<file path="src/rtl/dd_pkg.sv">
package dd_pkg;

    // Five-state stage parameters
    localparam int QUINT_MOD = 5;
    localparam int QUINT_W   = $clog2(QUINT_MOD);
    localparam int OUT_W     = QUINT_W + 1;

    typedef enum logic [1:0] {
        MODE_SPLIT     = 2'b00,
        MODE_DECIMAL   = 2'b01,
        MODE_SQUARE    = 2'b10,
        MODE_SPLIT_ALT = 2'b11
    } dd_mode_e;

    // Per-stage advance enables for one clock cycle
    typedef struct packed {
        logic pair;
        logic quint;
    } dd_adv_t;

    // Packed so that quint lands on Q3..Q1 and pair on Q0
    typedef struct packed {
        logic [QUINT_W-1:0] quint;
        logic               pair;
    } dd_state_t;

    // Map the raw select onto the three behaviours; 11 folds onto split
    function automatic dd_mode_e decode_mode(input logic [1:0] raw);
        dd_mode_e m;
        case (raw)
            2'b01:   m = MODE_DECIMAL;
            2'b10:   m = MODE_SQUARE;
            default: m = MODE_SPLIT;
        endcase
        return m;
    endfunction

endpackage

</file>
<file path="src/rtl/dd_pair_stage.sv">
module dd_pair_stage (
    input  logic clk,
    input  logic rst,
    input  logic adv,
    output logic bit_q,
    output logic at_top
);

    always_ff @(posedge clk) begin
        if (rst) begin
            bit_q <= 1'b0;
        end else if (adv) begin
            bit_q <= ~bit_q;
        end
    end

    // A set bit means the next advance produces a 1-to-0 transition
    assign at_top = bit_q;

    p_pair_toggle_r1: assert property (@(posedge clk) disable iff (rst)
        adv |=> (bit_q != $past(bit_q)));

    p_pair_hold_r1: assert property (@(posedge clk) disable iff (rst)
        !adv |=> $stable(bit_q));

endmodule

</file>
<file path="src/rtl/dd_quint_stage.sv">
module dd_quint_stage #(
    parameter int MOD = dd_pkg::QUINT_MOD,
    parameter int W   = $clog2(MOD)
) (
    input  logic         clk,
    input  logic         rst,
    input  logic         adv,
    output logic [W-1:0] count,
    output logic         at_top
);

    localparam logic [W-1:0] LAST = W'(MOD - 1);

    logic [W-1:0] count_nxt;

    always_comb begin
        count_nxt = count;
        if (adv) begin
            count_nxt = (count == LAST) ? '0 : count + 1'b1;
        end
    end

    always_ff @(posedge clk) begin
        if (rst) begin
            count <= '0;
        end else begin
            count <= count_nxt;
        end
    end

    assign at_top = (count == LAST);

    p_quint_range_r2: assert property (@(posedge clk) disable iff (rst)
        count <= LAST);

    p_quint_wrap_r2: assert property (@(posedge clk) disable iff (rst)
        (adv && count == LAST) |=> (count == '0));

    p_quint_step_r2: assert property (@(posedge clk) disable iff (rst)
        (adv && count != LAST) |=> (count == $past(count) + 1'b1));

    p_quint_hold_r8: assert property (@(posedge clk) disable iff (rst)
        !adv |=> $stable(count));

endmodule

</file>
<file path="src/rtl/dd_advance_router.sv">
module dd_advance_router
    import dd_pkg::*;
(
    input  logic [1:0] mode_sel,
    input  logic       step_a,
    input  logic       step_b,
    input  logic       pair_top,
    input  logic       quint_top,
    output dd_adv_t    adv
);

    dd_mode_e mode;

    assign mode = decode_mode(mode_sel);

    // Carries are taken from the current state, so a cascaded stage
    // moves in the same cycle as the stage feeding it
    always_comb begin
        adv = '0;
        case (mode)
            MODE_DECIMAL: begin
                adv.pair  = step_a;
                adv.quint = step_a & pair_top;
            end
            MODE_SQUARE: begin
                adv.quint = step_b;
                adv.pair  = step_b & quint_top;
            end
            default: begin
                adv.pair  = step_a;
                adv.quint = step_b;
            end
        endcase
    end

endmodule

</file>
<file path="src/rtl/dd_two_five_divider.sv">
module dd_two_five_divider
    import dd_pkg::*;
(
    input  logic             clk,
    input  logic             rst,
    input  logic [1:0]       mode_sel,
    input  logic             step_a,
    input  logic             step_b,
    output logic [OUT_W-1:0] q
);

    dd_adv_t   adv;
    dd_state_t st;
    logic      pair_top;
    logic      quint_top;

    dd_advance_router u_router (
        .mode_sel  (mode_sel),
        .step_a    (step_a),
        .step_b    (step_b),
        .pair_top  (pair_top),
        .quint_top (quint_top),
        .adv       (adv)
    );

    dd_pair_stage u_pair (
        .clk    (clk),
        .rst    (rst),
        .adv    (adv.pair),
        .bit_q  (st.pair),
        .at_top (pair_top)
    );

    dd_quint_stage #(
        .MOD (QUINT_MOD),
        .W   (QUINT_W)
    ) u_quint (
        .clk    (clk),
        .rst    (rst),
        .adv    (adv.quint),
        .count  (st.quint),
        .at_top (quint_top)
    );

    assign q = st;

    // Port-level checks
    p_reset_clear_r7: assert property (@(posedge clk)
        rst |=> (q == '0));

    p_decimal_carry_r4: assert property (@(posedge clk) disable iff (rst)
        (mode_sel == 2'b01 && step_a && q[0]) |=>
        (!q[0] && q[OUT_W-1:1] != $past(q[OUT_W-1:1])));

    p_decimal_ignore_b_r4: assert property (@(posedge clk) disable iff (rst)
        (mode_sel == 2'b01 && !step_a) |=> $stable(q));

    p_square_carry_r5: assert property (@(posedge clk) disable iff (rst)
        (mode_sel == 2'b10 && step_b && q[OUT_W-1]) |=>
        (q[OUT_W-1:1] == '0 && q[0] != $past(q[0])));

    p_square_ignore_a_r5: assert property (@(posedge clk) disable iff (rst)
        (mode_sel == 2'b10 && !step_b) |=> $stable(q));

    p_split_isolation_r3: assert property (@(posedge clk) disable iff (rst)
        (mode_sel[1] == mode_sel[0] && !step_b) |=> $stable(q[OUT_W-1:1]));

endmodule

</file>
<file path="config.mk">
export PLATFORM = sky130hd
export DESIGN_NAME = dd_two_five_divider
export DESIGN_NICKNAME = d
export VERILOG_FILES = /design/src/rtl/dd_pkg.sv /design/src/rtl/dd_pair_stage.sv /design/src/rtl/dd_quint_stage.sv /design/src/rtl/dd_advance_router.sv /design/src/rtl/dd_two_five_divider.sv
export SDC_FILE = /design/constraint.sdc
export NUM_CORES = 1
export LEC_CHECK = 0
export BUFFER_PORTS_ARGS = -buffer_cell sky130_fd_sc_hd__buf_2
export CORE_AREA = 5 5 42 44
export CTS_CLUSTER_DIAMETER = 200
export DETAILED_ROUTE_END_ITERATION = 12
export DIE_AREA = 0 0 47 49
export PLACE_DENSITY = 0.46
export SETUP_SLACK_MARGIN = 0.3
export SYNTH_ARGS = -nofsm -noshare
export SYNTH_HDL_FRONTEND = slang
export SYNTH_SLANG_ARGS = --single-unit
</file>
<file path="constraint.sdc">
create_clock -name clk -period 1.4 [get_ports clk]
set_input_delay 0 -clock clk [delete_from_list [all_inputs] [get_ports clk]]
set_output_delay 0 -clock clk [all_outputs]
set_load 0.05 [all_outputs]
</file>
# After elaboration in Yosys (flattened, before gate mapping)
# Index checks and enable logic that the tools add are counted.
# op_classes
mux,3
n_bitwise,3
eq_ne,5
n_addsub,1
# op_table
cell,count
2-bit case mux with 2 select lines,2
2-bit by 1-bit equality test with 1-bit output (second input constant),2
2-bit equality test (second input constant),2
3-bit by 1-bit adder with 3-bit output (second input constant),1
3-bit equality test (second input constant),1
3-bit two-way mux,1
1-bit bitwise AND,2
1-bit NOT,1
# totals
inputBits,6
word_cells,14
register_bits,4
out_inout_bits,4

# Longest topological paths before layout
# depth
ltp_word,4
depth_mapped,5

# Hierarchy
# From an unflattened synthesis, not the netlist that was laid out.
# hier_totals
cells_unflattened,30
hier_area_um2,265.3
# by_module_without_submodules
module,area_each_um2,cells_per_inst,n_inst
dd_quint_stage,157.7,16,1
dd_advance_router,67.6,10,1
dd_pair_stage,40.0,4,1

# Worst setup path before layout
# No wires, ideal clock.
# synth_timing
kind,reg-to-reg
start,reg u_quint.count[0]
end,"reg u_pair.bit_q, in the netlist u_pair.at_top"
arrival_ns,1.444
n_path_buf,0
setup_ns,0.121
path_stages_with_launch,6
required_time_ns,1.279
setup_slack_ns,-0.165
period_less_slack_ns,1.565
cell_sequence,dfxtp_1 > inv_1 > ha_1 > nand2_1 > o31ai_1 > mux2_2
# synth_via
elab_chain_cells,3
# synth_rtl
item,line,rtl
"start, declared",dd_quint_stage.sv:8,"output logic [W-1:0] count,"
"start signal, assigned",dd_quint_stage.sv:27,count <= count_nxt;
3-bit equality test,dd_quint_stage.sv:31,assign at_top = (count == LAST);
1-bit bitwise AND,dd_advance_router.sv:27,adv.pair = step_b & quint_top;
2-bit case mux with 2 select lines,dd_advance_router.sv:20,case (mode)
"end signal, assigned",dd_pair_stage.sv:13,bit_q <= ~bit_q;
"end, declared",dd_pair_stage.sv:5,"output logic bit_q,"
# No other way between the ends.
# A chain may end at the register's enable or synchronous reset.

# Worst setup path in the final report
# layout_timing
start,reg u_quint.count[1]
end,"reg u_pair.bit_q, in the netlist u_pair.at_top"
# Same word-level chain as after synthesis.

==> flow_results.org <==
** Placement
- The HPWL after detailed placement is approximately 500 um.
- I/O Buffers :: 9
- RD Place Congestion :: ~0.68

** Final layout
- Compared with the post-synthesis result, the final layout area differs by 49.6%.
- Nets :: 61
- Sequential Area :: a little under 90 um^2
- Number of diodes :: 0
- Most frequent cells in the layout :: 9 x sky130_fd_sc_hd__buf_2, 4 x sky130_fd_sc_hd__inv_1, 3 x sky130_fd_sc_hd__clkbuf_4, 3 x sky130_fd_sc_hd__buf_4
- Leaving out fill and tap cells, the most frequent cell in the layout is sky130_fd_sc_hd__buf_2.
- Summing all multi-input logic gate instances after layout gives 225 um^2.
- Layout filler cell count :: 158
- Cells with a size suffix above 1 make up between 60% and 70% of the layout.
- For this run, the share of the core covered by cells in the final layout is 32.6%.

** Routing
- Mean number of vias per cell :: between 4 and 5
- After the first detailed-routing iteration, the DRC count stood at 4.
- The detail route stage leaves a number of antenna-violating nets equal to 0.
- Dividing the detail-routed wire length by the instance count gives about 11 um.
- DRC violations left :: 0
- Number of optimization iterations in the first detailed-route pass :: 4
- Total wire length :: around 720 um
- Via count of the routed design :: between 200 and 300

** Die
- Effective utilization at floorplan :: between 20 and 25%
- Die outline area :: ~2300 um^2
- Top-level I/O count :: 10
- In this run the vertical extent of the chip is just under 50 um.
- Die extent in x :: ~47 um
- Row generation in the floorplan step produced 14 rows.
- Core region area :: roughly 1400 um^2

** GRT
- Via count of the first global-routing pass :: between 200 and 300
- Wire length of the first global-routing pass :: 1070 um
- Overflow left after global routing :: 0
- Entering global routing, the biggest net connects 7 pins.
- Number of antenna violations at the first check in global routing :: 0
- For this run, the total global-route usage over all layers was measured as between 6 and 7%.

** Synthesis
- Share of the yosys chip area belonging to registers :: roughly a quarter
- Post-synthesis simple-gate area fraction :: approximately 19%
- Synth warn :: 0
- In this run the mean area of a mapped cell was around 9.0 um^2.
- Post-synthesis share of cell area spent on full adders, half adders and majority gates :: 16.4%
- When the netlist entered floorplanning its net count stood at 44.
- Summing the areas of all compound-gate instances in the mapped netlist gives approximately 25% of the synthesized area.
- Number of register bits inferred by synthesis :: 4
- Xor and xnor fraction of the mapped netlist area :: 0%
- Largest family of logic cells by synthesized area :: compound AO/OA/AOI/OAI gates
- After synthesis the cells add up to ~310 um^2.
- Number of standard cells after synthesis :: 34
- Of the post-synthesis cell area, the part taken by muxes is around 3.7%.
- After synthesis, the netlist uses 18 different library cells.

** Run
- Max-cap violations in this run came to 0.

** Clock tree
- CTS tree :: built
- Maximum clock path buffer count :: 2
- CTS saw 4 sinks.
- Clock tree root buffer cell :: sky130_fd_sc_hd__clkbuf_4
- Clock transition time at the flip-flop clock pins of the worst setup and hold paths :: ~40 ps
- Clock insertion delay at the later pin of the skew report :: ~250 ps
- CTS built an H-tree with a depth of 1.
- CTS buffer count :: 3

** Power
- The worst-case IR drop observed on VDD is ~0.25 mV.
- Power spread over the standard cell area amounts to between 900 and 1000 nW/um^2.
- Leakage power :: approximately 0.22 nW

** Timing
- Number of hold-slack violations in the final timing report :: 0
- In this run the tightest slew margin relative to its limit is roughly 80%.
- Highest clock frequency the design can meet :: 0.820 GHz
- Slew of the pin with the lowest slew margin :: between 200 and 300 ps
- Setup TNS after final layout :: 0 ps
- Setup violations remaining at the end of the flow were counted as 0.
- Counting I/O delays and the setup requirement, the final critical path takes ~1200 ps.
- Maximum clock skew at final layout :: between 7 and 8 ps
- The worst path uses 87.1% of the clock period.
- Final Hold Slack :: between 100 and 150 ps
- Max-slew violation count :: 0
- Setup repair after global routing missed its margin :: true

** Worst setup path
- Top fanout value on the critical path :: 2
- Required time at the endpoint of the critical path :: 1530 ps
- Type of element launching the critical path :: flip-flop
- The worst setup path is captured at a flip-flop.
- The setup path with the least slack is of type reg -> reg.
- Data arrival at the endpoint of the critical path :: 1350 ps

** Min path
- The min-delay analysis places its worst path in the category in -> reg.

** Status
- The run finished with clean final reports.
cell type report:
type | count | share of cell area (%)
flip-flops and latches | 4 | 19.5
clock buffers | 3 | 4.93
inverters | 6 | 4.93
well taps | 16 | 4.38
multi-input cells | 23 | 49.3
repair buffers | 13 | 17.0
flip-flops by register name, summed over array words and instances (netlist names):
signal	cells
u_pair.at_top	1
u_quint.count	3
synth_stat cells:
| master | n | area share [%] |
|---|---|---|
| sky130_fd_sc_hd__and2_2 | 1 | 2.5 |
| sky130_fd_sc_hd__buf_4 | 1 | 2.5 |
| sky130_fd_sc_hd__a21boi_0 | 1 | 2.5 |
| sky130_fd_sc_hd__nand4b_4 | 1 | 7.8 |
| sky130_fd_sc_hd__a21oi_1 | 2 | 3.3 |
| sky130_fd_sc_hd__o21ai_0 | 2 | 3.3 |
| sky130_fd_sc_hd__mux2_2 | 1 | 3.7 |
| sky130_fd_sc_hd__dfxtp_1 | 4 | 26 |
| sky130_fd_sc_hd__o221a_1 | 1 | 3.7 |
| sky130_fd_sc_hd__o21ai_2 | 1 | 2.9 |
| sky130_fd_sc_hd__a221o_1 | 2 | 6.6 |
| sky130_fd_sc_hd__nor2b_1 | 1 | 2.1 |
| sky130_fd_sc_hd__nor2_1 | 1 | 1.2 |
| sky130_fd_sc_hd__inv_1 | 6 | 7.4 |
| sky130_fd_sc_hd__ha_1 | 4 | 16 |
| sky130_fd_sc_hd__nand2_1 | 2 | 2.5 |
| sky130_fd_sc_hd__o31ai_1 | 1 | 2.5 |
| sky130_fd_sc_hd__nand3_1 | 2 | 3.3 |
logic make-up after synthesis:
| kind of cell | count (synthesis) |
|---|---|
| adder cells (fa/ha/maj) | 4 |
| buffers and inverters | 7 |
| AO/OA/AOI/OAI | 10 |
| multiplexers | 1 |
| flip-flops | 4 |
| AND/OR/NAND/NOR | 8 |
worst max-delay path, cell delays in order (launching register included):
cell	delay, ps
sky130_fd_sc_hd__dfxtp_4	340
sky130_fd_sc_hd__inv_2	60
sky130_fd_sc_hd__ha_4	120
sky130_fd_sc_hd__nand2_2	50
sky130_fd_sc_hd__o31ai_2	180
sky130_fd_sc_hd__mux2_2	350
stage by stage:
stage / power [mW] / instance area, um^2 / cells / setup slack [ps]
6_report: 0.415 / 457 / 65 / 181
5_1_grt: 0.435 / 457 / 65 / 145
4_1_cts: 0.412 / 449 / 65 / 136
3_5_place_dp: 0.247 / 392 / 59 / 101
3_3_place_gp: 0.247 / 392 / 59 / 126
2_1_floorplan: 0.219 / 327 / 34 / 74.4
where the power goes:
part | internal, mW | total [mW] | switching [mW]
registers | 0.122 | 0.130 | 0.00791
clock network | 0.0965 | 0.154 | 0.0573
logic | 0.0552 | 0.131 | 0.0757
total | 0.274 | 0.415 | 0.141
metal layers:
metal	track usage, %	vias to the layer above	wire length, um
met5	0	-	0
met4	8.29	0	25
met3	1.85	3	56
met2	7.47	12	307
met1	8.99	127	331
li1	-	152	-
worst paths after layout:
check                                 from                       endpoint  slack, ps  cells past startpoint
max          u_quint.count[1]$_SDFFE_PP0P_     u_pair.at_top$_SDFFE_PP0P_        180                      5
max reg2reg  u_quint.count[1]$_SDFFE_PP0P_     u_pair.at_top$_SDFFE_PP0P_        180                      5
min reg2reg  u_quint.count[2]$_SDFFE_PP0P_  u_quint.count[2]$_SDFFE_PP0P_        590                      1
min                                 step_b  u_quint.count[1]$_SDFFE_PP0P_        150                      4
repair_timing:
action	CTS	global route
hold buffers	1	0
gates resized for setup	3	2
pin swaps	4	5
setup endpoints to repair	3	4
hold endpoints to repair	2	0
setup buffers	2	0
(Power assumes the default switching activity.)
